===== config.mk =====
export PLATFORM = sky130hd
export DESIGN_NAME = rx_fill_flow
export DESIGN_NICKNAME = d
export VERILOG_FILES = /design/src/rtl/rx_fill_flow.sv
export SDC_FILE = /design/constraint.sdc
export NUM_CORES = 1
export LEC_CHECK = 0
export BUFFER_PORTS_ARGS = -buffer_cell sky130_fd_sc_hd__buf_2
export CAP_MARGIN = 0
export CORE_AREA = 2 2 39 41
export DETAILED_ROUTE_END_ITERATION = 8
export DIE_AREA = 0 0 41 43
export HOLD_SLACK_MARGIN = 0.06
export PLACE_DENSITY = 0.68
export SETUP_SLACK_MARGIN = 0.15
export SLEW_MARGIN = 20
export SYNTH_ARGS = -nofsm -noshare
export SYNTH_HDL_FRONTEND = slang
export SYNTH_SLANG_ARGS = --single-unit
export TNS_END_PERCENT = 20

===== constraint.sdc =====
create_clock -name clk -period 2.1 [get_ports clk]
set_input_delay 0.21 -clock clk [delete_from_list [all_inputs] [get_ports clk]]
set_output_delay 0.21 -clock clk [all_outputs]
set_load 0.005 [all_outputs]

===== src/rtl/rx_fill_flow.sv =====
module rx_fill_flow #(
  parameter int LVL_W = 6,
  parameter int THR_W = 5,
  parameter int HYST  = 4
) (
  input  logic             clk,
  input  logic             rst_n,
  input  logic [LVL_W-1:0] fill_level,
  input  logic [THR_W-1:0] trig_level,
  input  logic [THR_W-1:0] flow_level,
  input  logic             hw_flow_en,
  input  logic             sw_rts_req,
  output logic             trig_hit,
  output logic             flow_hit,
  output logic             rts_n
);
  localparam int CW = ((LVL_W > THR_W) ? LVL_W : THR_W) + 2;

  logic [CW-1:0] fill_x, trig_x, flow_x;
  logic          trig_on, flow_on, at_trig, at_flow, drained;
  logic          req_q, req_d;

  assign fill_x  = CW'(fill_level);
  assign trig_x  = CW'(trig_level);
  assign flow_x  = CW'(flow_level);
  assign trig_on = trig_level != '0;
  assign flow_on = flow_x >= CW'(HYST);
  assign at_trig = trig_on && (fill_x >= trig_x);
  assign at_flow = flow_on && (fill_x >= flow_x);
  assign drained = (fill_x + CW'(HYST)) <= flow_x;

  always_comb begin
    req_d = req_q;
    if (!flow_on)     req_d = 1'b1;
    else if (at_flow) req_d = 1'b0;
    else if (drained) req_d = 1'b1;
  end

  always_ff @(posedge clk or negedge rst_n) begin
    if (!rst_n) begin
      req_q    <= 1'b1;
      trig_hit <= 1'b0;
      flow_hit <= 1'b0;
      rts_n    <= 1'b0;
    end else begin
      req_q    <= req_d;
      trig_hit <= at_trig;
      flow_hit <= at_flow;
      rts_n    <= hw_flow_en ? ~req_d : ~sw_rts_req;
    end
  end


  trig_off_chk: assert property (@(posedge clk) disable iff (!rst_n)
    trig_hit |-> $past(trig_level) != '0);


  flow_off_chk: assert property (@(posedge clk) disable iff (!rst_n)
    flow_hit |-> $past(flow_level) >= THR_W'(HYST));


  hw_stop_chk: assert property (@(posedge clk) disable iff (!rst_n)
    ($past(hw_flow_en) && flow_hit) |-> rts_n);


  sw_follow_chk: assert property (@(posedge clk) disable iff (!rst_n)
    !$past(hw_flow_en) |-> (rts_n == !$past(sw_rts_req)));


  regrant_chk: assert property (@(posedge clk) disable iff (!rst_n)
    (req_q && !$past(req_q)) |->
      (($past(flow_level) < THR_W'(HYST)) ||
       (CW'($past(fill_level)) + CW'(HYST) <= CW'($past(flow_level)))));
endmodule


==> run summary <==
The worst hold path belongs to the class input pin to register. The starting utilization of the core area came out at 37.6%. For this block, the via count after detailed routing is 502. The number of max-slew violations in the final report is 0.

The post-cts sizing count is 0. The most instantiated flip-flop cell in the synthesis netlist is sky130_fd_sc_hd__dfrtp_1. The per-cell routed wire length came out at 10.6 um.

Clock tree synthesis selected as its root buffer the cell sky130_fd_sc_hd__clkbuf_4. The number of design rule violations left after detail routing is 0. The number of antenna diodes in the final layout is 0. The instance count of the mapped netlist is 60. The final-report setup violation count came out at 0. By area the synthesized netlist is led by sky130_fd_sc_hd__ha_1 (34%), sky130_fd_sc_hd__dfrtp_1 (14%), sky130_fd_sc_hd__inv_1 (7.2%). The length of routed met2 wiring came out at 572 um. The total iterations of the first detailed-routing run is 3. Internal power comes to 0.000218 W. During synthesis, Yosys emitted a total of 0 warnings. In the global route stage, overall resource usage came out at 14.5%. The power per cell area came out at 456 nW/um2.

The portion of total power attributed to combinational logic came out at 37.0%. The clock sink count is 4. Setup repair after global routing left no endpoint under its margin. The number of DRC markers after the initial detailed-route iteration came out at 3. The via count of the first global-routing pass came out at 490. The number of buffers added for setup after CTS came out at 0. Signal routing reaches up to met3.

The highest fanout seen on the critical path came out at 5. The area share of the largest cell type after synthesis is 33.7%. The post-route minimum period came out at 1540 ps. The cell accounting for the most synthesized area is sky130_fd_sc_hd__ha_1. The number of enable flip-flop cells after synthesis came out at 0.

The via density per instance came out at 4.87. Summed over all nets, the switching power comes to 0.0000945 W. The number of clock buffers inserted by TritonCTS is 3.

Static timing analysis puts the maximum clock frequency at 648 MHz. The total area inside the core boundary comes to 1380 um2. The longest individual stage delay on the worst path is 280 ps.

The total negative slack is 0 ps. The global-route wire length before repair came out at 1.77 mm. The flip-flop and latch count after synthesis came out at 4. The number of rows in the core area came out at 14. The top-level port count came out at 23.

The routed wire length on met3 came out at 65 um. The sum of net half-perimeters after detailed placement is 1.03 mm. The worst supply voltage drop on vdd came out at 0.140 mV.

The final wirelength is 1.09 mm. The max-capacitance violation count is 0. The design draws 0.000313 W. The routed metal-1 wire length came out at 449 um. The number of nets in the synthesized netlist is 94. In the finished design, the share of the clock period the worst path needs comes to 73.5%. The number of H-tree levels is 1. Averaged over all synthesized cells, the footprint is 8.67 um2. The worst-case clock buffer depth came out at 2. In this run the horizontal extent of the chip is 41 um. The reported leakage power came out at 0.390 nW. The setup clock skew after layout is 3.29 ps. In this run switching power makes up 30.2% of total power. The leftover overflow at the end of global routing came out at 0. Entering global routing, the biggest net connects 6 pins. The cell at the slowest stage of the critical path is sky130_fd_sc_hd__ha_1. The number of failing hold endpoints at the final stage came to 0.

Per report_power, the sequential group accounts for 29.0% of the total. After synthesis the cells add up to 520 um2. The slew at the pin closest to its max-slew limit is 360 ps. The most common cell in the synthesized netlist is sky130_fd_sc_hd__ha_1.

After the last flow step, the layout net total stands at 122. The later pin in the worst-skew pair is clocked with a latency of 240 ps. The area growth from synthesis to layout is 32.0%. The clock share of power came out at 34.1%. The sequential share of the synthesized area is 19.5%. The ratio of cells with drive above 1 in the final layout is 33.3%. The total die area came out at 1760 um2.

The number of buffer cells added on primary ports is 22. STA classifies the critical path startpoint as an input pin. The commonest cells after synthesis are sky130_fd_sc_hd__ha_1 (14), sky130_fd_sc_hd__inv_1 (10), sky130_fd_sc_hd__a21oi_1 (4).

TritonCTS built the clock tree. The clock edge transition at the registers on the reported setup and hold paths came out at 40 ps. The flow ran to the end, and the final reports show no timing, DRC or antenna violations. The number of antenna violations at the first check in global routing is 0.

The required arrival time at the worst endpoint is 2210 ps. The arrival time of data at the critical path endpoint is 1660 ps. The async set-reset flop share out of synthesis is 100%. The number of buffers added to fix hold violations after cts came out at 1. Walking the worst path, the cells encountered are buf_2 -> ha_1 -> xor2_1 -> ha_1 -> and3_1 -> o21ai_1 -> a32oi_1 -> o21ai_1 -> a31oi_2. Synthesis instantiated 25 different standard cells from the library. The post-route antenna net violation count is 0.

The height of the chip came out at 43 um. The headroom to the max-slew limit is 75.8%. The routability congestion estimate from global placement came out at 0.842.

The path type of the worst setup path is input pin to register. The kind of end point of the critical path is a register.
-- sequential cells by signal, summed over array words and instances (netlist names) --
signal,flops
flow_hit,1
req_q,1
rts_n,1
trig_hit,1
-- cell type report --
class,instances,area [um2]
inverter,11,41.3
multi-input combinational,45,378
fill,134,697
timing repair buffer,23,120
clock buffer,4,26.3
tap,16,20.0
sequential,4,101
-- kinds of logic after synthesis --
kind of cell             Yosys count  synth area share (%)
flip-flops                         4                  19.5
XOR/XNOR                           1                  1.68
buffers and inverters             11                  7.93
AO/OA/AOI/OAI                     14                  19.2
adder cells (fa/ha/maj)           14                  33.7
AND/OR/NAND/NOR                   15                  16.1
multiplexers                       1                  1.92
-- power groups by stage --
stage	combinational, W	clock [W]	sequential [W]
3_5_place_dp	0.000117	0	0.0000914
3_3_place_gp	0.000113	0	0.0000912
5_1_grt	0.000135	0.000112	0.0000917
4_1_cts	0.000118	0.000111	0.0000908
6_report	0.000116	0.000107	0.0000906
2_1_floorplan	0.0000680	0	0.0000923
-- routing by layer --
metal | up-vias | global-route usage, %
met5 | - | 0
met3 | 0 | 1.57
li1 | 265 | -
met1 | 221 | 15.0
met2 | 16 | 26.9
met4 | 0 | 6.00
-- final timing paths --
path,endpoint,cells after the start,from,slack (ps)
max in group asynchronous,req_q,2,rst_n,1580
min in group asynchronous,rts_n,2,rst_n,310
worst min register to register,req_q,3,req_q,710
worst max register to register,rts_n,3,req_q,1180
worst max-delay path,rts_n,9,fill_level[2],560
worst min-delay path,rts_n,2,hw_flow_en,190
-- stage by stage --
step | instance area (um2) | instances | worst slack (ps) | util [%] | hold slack (ps)
after global routing | 687 | 103 | 425 | 49.6 | 195
after floorplan | 520 | 60 | 568 | - | -85.6
after detailed placement | 651 | 98 | 304 | 47.0 | 20.6
after global placement | 651 | 98 | 378 | 47.0 | 14.6
after CTS | 687 | 103 | 558 | 49.6 | 183
final | 687 | 103 | 556 | 49.6 | 187
-- critical path, delay by kind of cell --
| family | cells | cell delay, ps |
|---|---|---|
| buffers and inverters | 1 | 130 |
| adders and majority gates | 2 | 500 |
| AOI/OAI and AO/OA | 4 | 480 |
| xor gates and xnor gates | 1 | 150 |
| and+or+nand+nor | 1 | 190 |
-- cell usage in the layout, fill, tap and decap left out --
cell,count
sky130_fd_sc_hd__nor3_1,2
sky130_fd_sc_hd__clkbuf_1,1
sky130_fd_sc_hd__nor2b_1,3
sky130_fd_sc_hd__or4_1,1
sky130_fd_sc_hd__inv_2,1
sky130_fd_sc_hd__buf_2,22
sky130_fd_sc_hd__inv_1,10
sky130_fd_sc_hd__ha_1,14
sky130_fd_sc_hd__nand2b_1,2
sky130_fd_sc_hd__nand3_1,1
sky130_fd_sc_hd__and3_1,1
sky130_fd_sc_hd__dfstp_2,1
sky130_fd_sc_hd__or3_1,1
sky130_fd_sc_hd__nor2_1,2
sky130_fd_sc_hd__and2_1,1
sky130_fd_sc_hd__a21oi_1,4
sky130_fd_sc_hd__xor2_1,1
sky130_fd_sc_hd__a32oi_1,1
sky130_fd_sc_hd__o22ai_2,1
sky130_fd_sc_hd__a211oi_1,1
sky130_fd_sc_hd__nand2_1,1
sky130_fd_sc_hd__a21o_1,2
sky130_fd_sc_hd__dfrtp_1,3
sky130_fd_sc_hd__o32ai_1,1
sky130_fd_sc_hd__dlygate4sd3_1,1
sky130_fd_sc_hd__a31oi_2,1
sky130_fd_sc_hd__clkbuf_4,3
sky130_fd_sc_hd__o21ai_1,3
sky130_fd_sc_hd__mux2i_1,1
Power figures use the tool's default switching activity.
